## src/rtl/spi_fe_pkg.sv

```systemverilog
package spi_fe_pkg;

  localparam int OFF_DIV     = 'h00;
  localparam int OFF_SCKMODE = 'h04;
  localparam int OFF_CSID    = 'h10;
  localparam int OFF_CSDEF   = 'h14;
  localparam int OFF_CSMODE  = 'h18;
  localparam int OFF_DLY0    = 'h28;
  localparam int OFF_DLY1    = 'h2C;
  localparam int OFF_FMT     = 'h40;
  localparam int OFF_TXD     = 'h48;
  localparam int OFF_RXD     = 'h4C;
  localparam int OFF_TXMARK  = 'h50;
  localparam int OFF_RXMARK  = 'h54;
  localparam int OFF_IE      = 'h70;
  localparam int OFF_IP      = 'h74;
  localparam int WINDOW_END  = 'h78;

  localparam logic [31:0] RST_DIV  = 32'h3;
  localparam logic [31:0] RST_DLY0 = 32'h1001;
  localparam logic [31:0] RST_DLY1 = 32'h1;
  localparam logic [31:0] STATUS_FLAG = 32'h8000_0000;
  localparam int FMT_DROP_BIT = 3;

  typedef enum logic [1:0] {XF_IDLE, XF_SEND, XF_WAIT} xfer_state_e;

  function automatic logic tx_below_mark(input int fill, input int mark);
    return fill < mark;
  endfunction

  function automatic logic rx_above_mark(input int fill, input int mark);
    return fill > mark;
  endfunction

  function automatic logic [31:0] flag_or_zero(input logic flag);
    return flag ? STATUS_FLAG : 32'h0;
  endfunction

endpackage

```

## src/rtl/spi_fe_fifo.sv

```systemverilog
module spi_fe_fifo #(
  parameter int DEPTH = 8,
  parameter int WIDTH = 8,
  localparam int PTR_W = (DEPTH > 1) ? $clog2(DEPTH) : 1,
  localparam int CNT_W = $clog2(DEPTH + 1)
) (
  input  logic             clk,
  input  logic             rst_n,
  input  logic             push,
  input  logic [WIDTH-1:0] din,
  input  logic             pop,
  output logic [WIDTH-1:0] dout,
  output logic [CNT_W-1:0] count,
  output logic             full,
  output logic             empty
);
  logic [WIDTH-1:0] mem [DEPTH];
  logic [PTR_W-1:0] wr_ptr, rd_ptr;

  function automatic logic [PTR_W-1:0] next_ptr(input logic [PTR_W-1:0] p);
    return (int'(p) == DEPTH - 1) ? '0 : p + 1'b1;
  endfunction

  assign full  = (int'(count) == DEPTH);
  assign empty = (count == '0);
  assign dout  = mem[rd_ptr];

  always_ff @(posedge clk) begin
    if (!rst_n) begin
      wr_ptr <= '0;
      rd_ptr <= '0;
      count  <= '0;
    end else begin
      if (push) begin
        mem[wr_ptr] <= din;
        wr_ptr <= next_ptr(wr_ptr);
      end
      if (pop) rd_ptr <= next_ptr(rd_ptr);
      case ({push, pop})
        2'b10:   count <= count + 1'b1;
        2'b01:   count <= count - 1'b1;
        default: count <= count;
      endcase
    end
  end

  p_no_overflow_r4: assert property (@(posedge clk) disable iff (!rst_n)
    push |-> !full);
  p_no_underflow_r3: assert property (@(posedge clk) disable iff (!rst_n)
    pop |-> !empty);

endmodule

```

## src/rtl/spi_fe_xfer.sv

```systemverilog
module spi_fe_xfer
  import spi_fe_pkg::*;
(
  input  logic       clk,
  input  logic       rst_n,
  input  logic       tx_empty,
  input  logic [7:0] tx_head,
  output logic       tx_pop,
  output logic       xfer_valid,
  output logic [7:0] xfer_data,
  input  logic       xfer_ready,
  input  logic       ret_valid,
  input  logic [7:0] ret_data,
  input  logic       rx_full,
  input  logic       drop_rx,
  output logic       rx_push,
  output logic [7:0] rx_din
);
  xfer_state_e state_q;
  logic [7:0]  byte_q;
  logic        launch, accept, done;

  assign launch = (state_q == XF_IDLE) && !tx_empty;
  assign accept = (state_q == XF_SEND) && xfer_ready;
  assign done   = (state_q == XF_WAIT) && ret_valid;

  assign tx_pop     = launch;
  assign xfer_valid = (state_q == XF_SEND);
  assign xfer_data  = byte_q;
  assign rx_push    = done && !rx_full && !drop_rx;
  assign rx_din     = ret_data;

  always_ff @(posedge clk) begin
    if (!rst_n) begin
      state_q <= XF_IDLE;
      byte_q  <= '0;
    end else begin
      if (launch) begin
        byte_q  <= tx_head;
        state_q <= XF_SEND;
      end else if (accept) begin
        state_q <= XF_WAIT;
      end else if (done) begin
        state_q <= XF_IDLE;
      end
    end
  end

  p_hold_offer_r4: assert property (@(posedge clk) disable iff (!rst_n)
    (xfer_valid && !xfer_ready) |=> (xfer_valid && $stable(xfer_data)));
  p_single_outstanding_r4: assert property (@(posedge clk) disable iff (!rst_n)
    tx_pop |-> !xfer_valid);
  p_drop_when_dir_r5: assert property (@(posedge clk) disable iff (!rst_n)
    drop_rx |-> !rx_push);

endmodule

```

## src/rtl/spi_fe_regs.sv

```systemverilog
module spi_fe_regs
  import spi_fe_pkg::*;
#(
  parameter int NUM_CS = 1,
  parameter int DEPTH  = 8,
  parameter int ADDR_W = 12,
  localparam int CNT_W  = $clog2(DEPTH + 1),
  localparam int MARK_W = (DEPTH > 1) ? $clog2(DEPTH) : 1
) (
  input  logic              clk,
  input  logic              rst_n,
  input  logic              req_valid,
  input  logic              req_write,
  input  logic [ADDR_W-1:0] req_addr,
  input  logic [31:0]       req_wdata,
  output logic              rsp_valid,
  output logic [31:0]       rsp_rdata,
  input  logic              tx_full,
  input  logic [CNT_W-1:0]  tx_count,
  input  logic              rx_empty,
  input  logic [CNT_W-1:0]  rx_count,
  input  logic [7:0]        rx_head,
  output logic              tx_push,
  output logic [7:0]        tx_din,
  output logic              rx_pop,
  output logic              drop_rx,
  output logic [NUM_CS-1:0] cs_out,
  output logic              irq
);
  logic [31:0]       div_q, sckmode_q, dly0_q, dly1_q, fmt_q, ie_q, csid_q;
  logic [NUM_CS-1:0] csdef_q;
  logic [1:0]        csmode_q;
  logic [MARK_W-1:0] txmark_q, rxmark_q;

  int          off;
  logic        in_win, wr, rd;
  logic        csid_ok, csdef_ok, csmode_ok, mark_ok;
  logic        csid_wr_ok, csmode_wr_ok, cs_refresh;
  logic [1:0]  next_mode;
  logic [1:0]  pend;
  logic [31:0] rd_data;

  assign off    = int'(req_addr);
  assign in_win = off < WINDOW_END;
  assign wr     = req_valid && req_write && in_win;
  assign rd     = req_valid && !req_write;

  assign csid_ok   = req_wdata < 32'(NUM_CS);
  assign csdef_ok  = (req_wdata >> NUM_CS) == 32'h0;
  assign csmode_ok = req_wdata <= 32'd3;
  assign mark_ok   = req_wdata < 32'(DEPTH);

  assign csid_wr_ok   = wr && (off == OFF_CSID) && csid_ok;
  assign csmode_wr_ok = wr && (off == OFF_CSMODE) && csmode_ok;
  assign cs_refresh   = csid_wr_ok || csmode_wr_ok;
  assign next_mode    = csmode_wr_ok ? req_wdata[1:0] : csmode_q;

  assign tx_push = wr && (off == OFF_TXD) && !tx_full;
  assign tx_din  = req_wdata[7:0];
  assign rx_pop  = rd && (off == OFF_RXD) && !rx_empty;
  assign drop_rx = fmt_q[FMT_DROP_BIT];

  assign pend[0] = tx_below_mark(int'(tx_count), int'(txmark_q));
  assign pend[1] = rx_above_mark(int'(rx_count), int'(rxmark_q));
  assign irq     = |(pend & ie_q[1:0]);

  always_ff @(posedge clk) begin
    if (!rst_n) begin
      div_q     <= RST_DIV;
      sckmode_q <= '0;
      dly0_q    <= RST_DLY0;
      dly1_q    <= RST_DLY1;
      fmt_q     <= '0;
      ie_q      <= '0;
      csid_q    <= '0;
      csdef_q   <= '1;
      csmode_q  <= '0;
      txmark_q  <= '0;
      rxmark_q  <= '0;
    end else if (wr) begin
      case (off)
        OFF_DIV:     div_q     <= req_wdata;
        OFF_SCKMODE: sckmode_q <= req_wdata;
        OFF_DLY0:    dly0_q    <= req_wdata;
        OFF_DLY1:    dly1_q    <= req_wdata;
        OFF_FMT:     fmt_q     <= req_wdata;
        OFF_IE:      ie_q      <= req_wdata;
        OFF_CSID:    if (csid_ok)   csid_q   <= req_wdata;
        OFF_CSDEF:   if (csdef_ok)  csdef_q  <= req_wdata[NUM_CS-1:0];
        OFF_CSMODE:  if (csmode_ok) csmode_q <= req_wdata[1:0];
        OFF_TXMARK:  if (mark_ok)   txmark_q <= req_wdata[MARK_W-1:0];
        OFF_RXMARK:  if (mark_ok)   rxmark_q <= req_wdata[MARK_W-1:0];
        default: ;
      endcase
    end
  end

  for (genvar i = 0; i < NUM_CS; i++) begin : g_cs
    always_ff @(posedge clk) begin
      if (!rst_n)                        cs_out[i] <= 1'b1;
      else if (cs_refresh && csdef_q[i]) cs_out[i] <= (next_mode == 2'd0);
    end
  end

  always_comb begin
    case (off)
      OFF_DIV:     rd_data = div_q;
      OFF_SCKMODE: rd_data = sckmode_q;
      OFF_CSID:    rd_data = csid_q;
      OFF_CSDEF:   rd_data = 32'(csdef_q);
      OFF_CSMODE:  rd_data = 32'(csmode_q);
      OFF_DLY0:    rd_data = dly0_q;
      OFF_DLY1:    rd_data = dly1_q;
      OFF_FMT:     rd_data = fmt_q;
      OFF_TXD:     rd_data = flag_or_zero(tx_full);
      OFF_RXD:     rd_data = rx_empty ? STATUS_FLAG : {24'h0, rx_head};
      OFF_TXMARK:  rd_data = 32'(txmark_q);
      OFF_RXMARK:  rd_data = 32'(rxmark_q);
      OFF_IE:      rd_data = ie_q;
      OFF_IP:      rd_data = {30'h0, pend};
      default:     rd_data = 32'h0;
    endcase
  end

  always_ff @(posedge clk) begin
    if (!rst_n) begin
      rsp_valid <= 1'b0;
      rsp_rdata <= '0;
    end else begin
      rsp_valid <= rd;
      if (rd) rsp_rdata <= rd_data;
    end
  end

  p_mark_reject_r8: assert property (@(posedge clk) disable iff (!rst_n)
    (wr && off == OFF_TXMARK && !mark_ok) |=> $stable(txmark_q));
  p_cs_deassert_r10: assert property (@(posedge clk) disable iff (!rst_n)
    (csmode_wr_ok && req_wdata[1:0] != 2'd0) |=> ((cs_out & $past(csdef_q)) == '0));
  p_irq_needs_enable_r7: assert property (@(posedge clk) disable iff (!rst_n)
    irq |-> (ie_q[1:0] != 2'b00));
  p_read_latency_r11: assert property (@(posedge clk) disable iff (!rst_n)
    rd |=> rsp_valid);
  p_no_write_rsp_r11: assert property (@(posedge clk) disable iff (!rst_n)
    !rd |=> !rsp_valid);

endmodule

```

## src/rtl/spi_host_frontend.sv

```systemverilog
module spi_host_frontend #(
  parameter int NUM_CS     = 1,
  parameter int FIFO_DEPTH = 8,
  parameter int ADDR_W     = 12
) (
  input  logic              clk,
  input  logic              rst_n,
  input  logic              req_valid,
  input  logic              req_write,
  input  logic [ADDR_W-1:0] req_addr,
  input  logic [31:0]       req_wdata,
  output logic              rsp_valid,
  output logic [31:0]       rsp_rdata,
  output logic              xfer_valid,
  output logic [7:0]        xfer_data,
  input  logic              xfer_ready,
  input  logic              ret_valid,
  input  logic [7:0]        ret_data,
  output logic [NUM_CS-1:0] cs_out,
  output logic              irq
);
  localparam int CNT_W = $clog2(FIFO_DEPTH + 1);

  logic             tx_push, tx_pop, tx_full, tx_empty;
  logic [7:0]       tx_din, tx_head;
  logic [CNT_W-1:0] tx_count;
  logic             rx_push, rx_pop, rx_full, rx_empty;
  logic [7:0]       rx_din, rx_head;
  logic [CNT_W-1:0] rx_count;
  logic             drop_rx;

  spi_fe_fifo #(.DEPTH(FIFO_DEPTH), .WIDTH(8)) u_txq (
    .clk(clk), .rst_n(rst_n), .push(tx_push), .din(tx_din), .pop(tx_pop),
    .dout(tx_head), .count(tx_count), .full(tx_full), .empty(tx_empty));

  spi_fe_fifo #(.DEPTH(FIFO_DEPTH), .WIDTH(8)) u_rxq (
    .clk(clk), .rst_n(rst_n), .push(rx_push), .din(rx_din), .pop(rx_pop),
    .dout(rx_head), .count(rx_count), .full(rx_full), .empty(rx_empty));

  spi_fe_xfer u_xfer (
    .clk(clk), .rst_n(rst_n), .tx_empty(tx_empty), .tx_head(tx_head),
    .tx_pop(tx_pop), .xfer_valid(xfer_valid), .xfer_data(xfer_data),
    .xfer_ready(xfer_ready), .ret_valid(ret_valid), .ret_data(ret_data),
    .rx_full(rx_full), .drop_rx(drop_rx), .rx_push(rx_push), .rx_din(rx_din));

  spi_fe_regs #(.NUM_CS(NUM_CS), .DEPTH(FIFO_DEPTH), .ADDR_W(ADDR_W)) u_regs (
    .clk(clk), .rst_n(rst_n), .req_valid(req_valid), .req_write(req_write),
    .req_addr(req_addr), .req_wdata(req_wdata), .rsp_valid(rsp_valid),
    .rsp_rdata(rsp_rdata), .tx_full(tx_full), .tx_count(tx_count),
    .rx_empty(rx_empty), .rx_count(rx_count), .rx_head(rx_head),
    .tx_push(tx_push), .tx_din(tx_din), .rx_pop(rx_pop), .drop_rx(drop_rx),
    .cs_out(cs_out), .irq(irq));

endmodule

```

## config.mk

```make
export PLATFORM = sky130hd
export DESIGN_NAME = spi_host_frontend
export DESIGN_NICKNAME = d
export VERILOG_FILES = /design/src/rtl/spi_fe_pkg.sv /design/src/rtl/spi_fe_fifo.sv /design/src/rtl/spi_fe_xfer.sv /design/src/rtl/spi_fe_regs.sv /design/src/rtl/spi_host_frontend.sv
export SDC_FILE = /design/constraint.sdc
export NUM_CORES = 1
export LEC_CHECK = 0
export CORE_AREA = 2 2 220 222
export DETAILED_ROUTE_END_ITERATION = 7
export DIE_AREA = 0 0 222 224
export GPL_TIMING_DRIVEN = 0
export MAX_ROUTING_LAYER = met4
export PLACE_DENSITY_LB_ADDON = 0.3
export REMOVE_ABC_BUFFERS = 1
export SKIP_LAST_GASP = 1
export SLEW_MARGIN = 15
export SYNTH_ARGS = -nofsm -noshare
export SYNTH_HDL_FRONTEND = slang
export SYNTH_HIERARCHICAL = 1
export SYNTH_SLANG_ARGS = --single-unit
```

## constraint.sdc

```tcl
create_clock -name clk -period 4.8 [get_ports clk]
set_clock_uncertainty 0.05 [all_clocks]
set_input_delay 0.96 -clock clk [delete_from_list [all_inputs] [get_ports clk]]
set_output_delay 0.96 -clock clk [all_outputs]
set_load 0.1 [all_outputs]
```

# After elaboration in Yosys (flattened, before gate mapping)

Memory sizes are Yosys's and may differ from the RTL's. A register that Yosys moved wholly into a read port is not among the register bits.
Cells that the tools add are included.

Add/sub/neg operators: 8
Order comparisons: 6
Equal/unequal tests: 29
Multiplexer cells: 21
Bitwise operators: 2
Reduce and logical (&&, ||, !) cells: 48

Operators by type and width:

| operator                                                                          | count |
|---|---|
| 32-bit one-hot mux with 14 select lines                                           | 1 |
| 12-bit by 7-bit equality test with 1-bit output, second input constant            | 7 |
| 32-bit zero test                                                                  | 2 |
| 32-bit 2-to-1 mux                                                                 | 2 |
| 12-bit by 6-bit equality test with 1-bit output, second input constant            | 4 |
| 12-bit by 5-bit equality test with 1-bit output, second input constant            | 3 |
| 32-bit by 2-bit less-or-equal comparator with 1-bit output, second input constant | 1 |
| 32-bit by 1-bit < comparator with 1-bit output, second input constant             | 1 |
| 32-bit by 4-bit < comparator with 1-bit output, second input constant             | 1 |
| 12-bit by 8-bit equality test with 1-bit output, second input constant            | 2 |
| 3-bit 2-to-1 mux                                                                  | 6 |
| 1-bit logical AND                                                                 | 17 |
| 4-bit one-hot mux with 2 select lines                                             | 2 |
| 3-bit AND reduction                                                               | 5 |
| 3-bit by 1-bit adder with 3-bit output, second input constant                     | 4 |
| 12-bit by 3-bit equality test with 1-bit output, second input constant            | 1 |
| 3-bit by 1-bit equality test with 1-bit output, second input constant             | 4 |
| 12-bit by 7-bit < comparator with 1-bit output, second input constant             | 1 |
| 2-bit AND reduction                                                               | 6 |
| 4-bit by 1-bit adder with 4-bit output, second input constant                     | 2 |
| 4-bit equality test, second input constant                                        | 2 |
| 4-bit zero test                                                                   | 2 |
| 4-bit by 1-bit subtractor with 4-bit output, second input constant                | 2 |
| 1-bit zero test                                                                   | 7 |
| other kinds (13)                                                                  | 29 |

Memories kept: 2
Input port bits: 58
Flip-flop bits (word level): 289
Memory bits (writable): 128

Memory list:

| memory    | words | width | rd ports | clocked after memory_dff | wr ports | RTL line          | RTL |
|---|---|---|---|---|---|---|---|
| u_rxq.mem | 8     | 8     | 1        | 1                        | 1        | spi_fe_fifo.sv:17 | `logic [WIDTH-1:0] mem [DEPTH];` |
| u_txq.mem | 8     | 8     | 1        | 1                        | 1        | spi_fe_fifo.sv:17 |  |

# Logic depth before layout (Yosys ltp)

Depth in word-level cells: 7
Mapped depth: 12
Mapped depth without buffers: 11

# By module

Netlist, hierarchy kept.

By module, submodules not included:

| module      | seq. area each (um2) | area an instance (um2) | instances | cells each |
|---|---|---|---|---|
| spi_fe_regs | 5345.1               | 12000.3                | 1         | 1435 |
| spi_fe_fifo | 2182.1               | 3154.3                 | 2         | 168 |
| spi_fe_xfer | 200.2                | 488.0                  | 1         | 55 |

# Worst setup path before layout

Ideal clock, no wire load.

Path kind: input-to-reg
From: in req_addr[1]
To: reg u_txq.count[2]
Slack: 0.876 ns
Cell stages on the path: 11
Library setup time: 0.076 ns
Data required time: 4.674 ns
Arrival time: 3.799 ns
Path through: clkbuf_1 -> or4b_1 -> nor4_1 -> inv_1 -> ha_1 -> xor2_1 -> ha_1 -> a21oi_1 -> xor2_1 -> or3_1 -> a21boi_0

Longest elaborated chain between the ends: 6
Elaborated cells on any way between the ends: 9

Ends and longest elaborated chain:

| element                                                                                      | RTL line                | RTL |
|---|---|---|
| start, declared                                                                              | spi_host_frontend.sv:10 | `input logic [ADDR_W-1:0] req_addr,` |
| 12-bit by 7-bit < comparator with 1-bit output                                               | spi_fe_regs.sv:44       | `assign in_win = off < WINDOW_END;` |
| 1-bit logical AND                                                                            | spi_fe_regs.sv:45       | `assign wr = req_valid && req_write && in_win;` |
| 1-bit logical AND (*) (2 in series)                                                          | spi_fe_regs.sv:58       | `assign tx_push = wr && (off == OFF_TXD) && !tx_full;` |
| net tx_push                                                                                  | spi_host_frontend.sv:24 | `logic tx_push, tx_pop, tx_full, tx_empty;` |
| 2-bit by 1-bit equality test with 1-bit output / 2-bit equality test (equally long branches) | spi_fe_fifo.sv:39       | `case ({push, pop})` |
| 4-bit one-hot mux with 2 select lines / 2-bit nonzero test (equally long branches)           | -                       |  |
| end signal, assigned                                                                         | spi_fe_fifo.sv:40       | `2'b10: count <= count + 1'b1;` |
| end signal, assigned                                                                         | spi_fe_fifo.sv:41       | `2'b01: count <= count - 1'b1;` |
| end signal, assigned                                                                         | spi_fe_fifo.sv:42       | `default: count <= count;` |
| end, declared                                                                                | spi_fe_fifo.sv:13       | `output logic [CNT_W-1:0] count,` |

The timed path passes the listed nets; every way through them passes the cells marked *.
A chain may end at the register's enable or synchronous reset.

# Worst setup path in the final report

From: in req_addr[7]
To: reg u_rxq.count[2]

Longest elaborated chain between the ends: 5
Elaborated cells on any way between the ends: 7

Ends and longest elaborated chain:

| element                                                                                      | RTL line                | RTL |
|---|---|---|
| 12-bit by 8-bit equality test with 1-bit output (*)                                          | spi_fe_regs.sv:60       | `assign rx_pop = rd && (off == OFF_RXD) && !rx_empty;` |
| 1-bit logical AND (*) (2 in series)                                                          | spi_fe_regs.sv:60       |  |
| net rx_pop                                                                                   | spi_host_frontend.sv:27 | `logic rx_push, rx_pop, rx_full, rx_empty;` |
| 2-bit by 1-bit equality test with 1-bit output / 2-bit equality test (equally long branches) | spi_fe_fifo.sv:39       |  |
| 4-bit one-hot mux with 2 select lines / 2-bit nonzero test (equally long branches)           | -                       |  |
| end signal, assigned                                                                         | spi_fe_fifo.sv:40       |  |
| end signal, assigned                                                                         | spi_fe_fifo.sv:41       |  |
| end signal, assigned                                                                         | spi_fe_fifo.sv:42       |  |
| end, declared                                                                                | spi_fe_fifo.sv:13       |  |

Marked as above.

==> reports/metrics.yaml <==
status:
  status: "complete, no violations"
cts:
  cts_tree: "built"
  root_buffer: "clkbuf_16"
  cts_buffers: 47
  clk-insertion-delay-late_ns: 0.60
  clock_sinks: 431
  clk_path_buf_depth: 3
  cts_hold_buf: 0
  clkSlewWorstSetupHoldPaths_ns: 0.06
  h-tree-depth: 2
timing:
  worst_slack_ns: 0.2224
  finalCritPeriodShare_pct: 95.37
  worstMarginPinSlew_ns: 1.159
  period_needed_ns: 4.578
  finalHoldViolCount: 0
  setup_tns_ns: 0
  rsz0062_at_grt: "no"
  drv_slew: 0
  maxSlewHeadroom_pct: 21.66
  setup_viol: 0
  timing.hold.ws_ns: 0.4014
  maxClockFrequency_mhz: 218.5
global_route:
  first_global_vias: 14090
  grt_use_total_pct: 21.80
  grt_start_max_net_pins: 139
  antenna_found_initial: 0
  grt_pass1_wl_mm: 81.97
  grt_overflow_total: 0
finish:
  drive_gt1_share_pct: 9.398
  fillers: 4347
  final_area_um2: 22020
  final_nets: 1935
  syn_to_final_growth_pct: 17.15
  insertedDiodeCount: 0
placement:
  port_buffers: 101
  dpl-instance-area_um2: 20380
  post-place-ws_ns: -0.7229
  finalWeightedCongestion: 0.8561
  dpl.hpwl_mm: 34.63
die:
  die-area_um2: 49730
  die_w_um: 222
  coreArea_um2: 47350
  rows: 80
  die_y_um: 224
  start_util_pct: 39.70
  io_pins: 102
critical_path:
  cp-end-kind: "flip-flop"
  cp.arrival_ns: 5.03
  required_ns: 5.25
  cp_max_fo: 18
  crit_type: "in2reg"
  start_kind: "input pin"
yosys:
  syn_area_um2: 18800
  synth_edf_count: 128
  avgSynthCellArea_um2: 10.29
  synth_cell_type_count: 70
  yosysWarnings: 6
  synth_top_flop_cell: "dfxtp_1"
  ys_seq_area_share_pct: 52.72
  synth_cells: 1826
  synthArstFlopShare_pct: 0
  ys_ff_latch: 431
power_and_ir_drop:
  p_total_mw: 7.802
  powerDensity_nw_per_um2: 354.3
  worst_ir_drop_vdd_uv: 276.6
  p_leak_nw: 7.222
drt:
  finalWirelength_mm: 52.84
  via_per_inst: 5.616
  firstDrtPassIters: 7
  wire_per_inst_um: 21.06
  routed-via-count: 14090
  drt_iter0_drc: 1209
  ant_nets: 0
  drc: 0
worst_hold_path:
  hold_class: "reg2reg"
flow_run:
  cap_violations: 0
==> path summary, 6_finish.rpt <==
check	from	endpoint	slack, ns	cells past startpoint
min	u_regs/fmt_q[5]	u_regs/fmt_q[5]	0.40	2
max	req_addr[7]	u_rxq/count[2]	0.22	11
min reg2reg	u_regs/fmt_q[5]	u_regs/fmt_q[5]	0.40	2
max reg2reg	u_rxq/count[1]	u_rxq/count[2]	1.59	10
==> timing repair <==
item | 4_1_cts | 5_1_grt
resized for setup | 2 | 1
buffers inserted | 0 | 0
endpoints found under the setup margin | 17 | 9
cloned | 0 | 0
==> power breakdown <==
part / leakage [nW] / switching, mW / total (mW) / internal, mW
clock network: 0.780 / 1.51 / 3.75 / 2.24
logic: 2.85 / 0.200 / 0.304 / 0.104
registers: 3.59 / 0.00349 / 3.75 / 3.75
total: 7.22 / 1.71 / 7.80 / 6.09
==> cell type report <==
type                    instances  area (um2)  share of cell area (%)
flip-flops and latches        431        9910                   45.00
multi-input cells            1238        8223                   37.34
repair buffers                126        1454                   6.603
clock buffers                  61        1289                   5.853
well taps                     615       769.5                   3.495
clock inverters                24       322.8                   1.466
inverters                      14       52.55                  0.2386
==> cells by family after synthesis <==
| logic type | count (synthesis) | share of synthesized area [%] |
|---|---|---|
| AND/OR/NAND/NOR | 701 | 17.02 |
| flip-flops | 431 | 52.72 |
| multiplexers | 131 | 9.905 |
| XOR/XNOR | 8 | 0.3728 |
| buffers and inverters | 157 | 4.080 |
| adder cells (fa/ha/maj) | 19 | 1.265 |
| AO/OA/AOI/OAI | 379 | 14.64 |
==> state kept, by name, indices dropped and copies added, names as in the netlist, 2 cells and up, named ones only <==
name              cells
u_xfer/state_q        2
u_regs/rxmark_q       3
u_regs/dly1_q        32
u_rxq/wr_ptr          3
u_regs/rsp_rdata     32
u_regs/csid_q        32
u_txq/count           4
u_rxq/mem            64
u_regs/txmark_q       3
u_rxq/count           4
u_regs/ie_q          32
u_regs/csmode_q       2
u_regs/div_q         32
u_rxq/rd_ptr          3
u_regs/sckmode_q     32
u_txq/mem            64
u_regs/dly0_q        32
u_xfer/xfer_data      8
u_regs/fmt_q         32
u_txq/wr_ptr          3
u_txq/rd_ptr          3
==> per-layer routing <==
layer  wire, um  part of all wire [%]  vias up  GRT usage, %
li1           -                     -     6531             -
met2      25060                    47      510         35.26
met1      23030                    44     6938         27.85
met4       1642                   3.1        0         8.435
met5          0                     0        -             -
met3       3115                   5.9      112         3.004
==> worst max-delay path, cell delays in order <==
cell             delay, ns
clkdlybuf4s50_1       0.83
or3b_2                0.81
nor3_1                0.63
and3_1                0.44
ha_1                  0.33
xor2_1                0.17
ha_1                  0.16
a21oi_1               0.05
xor2_1                0.16
or3_1                 0.30
a21boi_0              0.17
==> placed cells by master (no fill, tap or decap), drive strengths merged, types with 5 or more instances in the layout <==
| cell type | Yosys | layout |
|---|---|---|
| bufinv | 0 | 6 |
| edfxtp | 128 | 128 |
| a21boi | 189 | 189 |
| ha | 19 | 19 |
| buf | 68 | 29 |
| or3b | 5 | 5 |
| or4 | 5 | 5 |
| mux2 | 30 | 30 |
| a211oi | 7 | 7 |
| nand3 | 15 | 15 |
| or3 | 8 | 8 |
| a21oi | 30 | 30 |
| a222oi | 9 | 9 |
| o22ai | 8 | 8 |
| clkinv | 0 | 9 |
| o21ai | 49 | 49 |
| mux4 | 32 | 32 |
| o211ai | 5 | 5 |
| nor2 | 54 | 54 |
| nor4 | 20 | 20 |
| and2 | 47 | 47 |
| a22oi | 21 | 21 |
| nand2b | 11 | 11 |
| a22o | 25 | 25 |
| xor2 | 5 | 5 |
| a221oi | 13 | 13 |
| o2bb2ai | 5 | 5 |
| inv | 14 | 18 |
| nor2b | 22 | 22 |
| clkdlybuf4s50 | 0 | 97 |
| mux2i | 69 | 69 |
| clkbuf | 75 | 61 |
| nand2 | 459 | 459 |
| dfxtp | 303 | 303 |
| clkinvlp | 0 | 5 |
| nor3 | 33 | 33 |
==> Yosys cell counts, drive strengths merged (3+ instances only) <==
cell type	number	share of area, %
a211oi	7	0.31
mux2	30	1.8
nand4	3	0.10
or3b	5	0.23
dfxtp	303	32
buf	68	2.3
nor2	54	1.1
nor4	20	0.83
inv	14	0.28
a21oi	30	0.82
xor2	5	0.23
o22ai	8	0.27
mux4	32	4.4
mux2i	69	3.7
nand2	459	9.2
and3	3	0.10
o2bb2ai	5	0.23
o221ai	4	0.19
or4b	3	0.16
or4	5	0.22
nor3	33	1.2
xnor2	3	0.14
a222oi	9	0.48
clkbuf	75	1.5
a221oi	13	0.61
o21ai	49	1.3
nand2b	11	0.37
or3	8	0.32
nor4b	3	0.14
nand3	15	0.40
a32o	3	0.16
ha	19	1.3
nand3b	3	0.12
and2	47	1.6
a22o	25	1.2
o211ai	5	0.20
a22oi	21	0.84
edfxtp	128	20
nor3b	3	0.12
a21boi	189	7.5
nor2b	22	0.73
==> through the flow <==
step | util, % | instances
6_report | 46.51 | 2509
5_1_grt | 46.51 | 2509
4_1_cts | 46.48 | 2509
3_5_place_dp | 43.05 | 2424
3_3_place_gp | 41.95 | 2399
2_1_floorplan | - | 1683
Power figures use the tool's default switching activity.
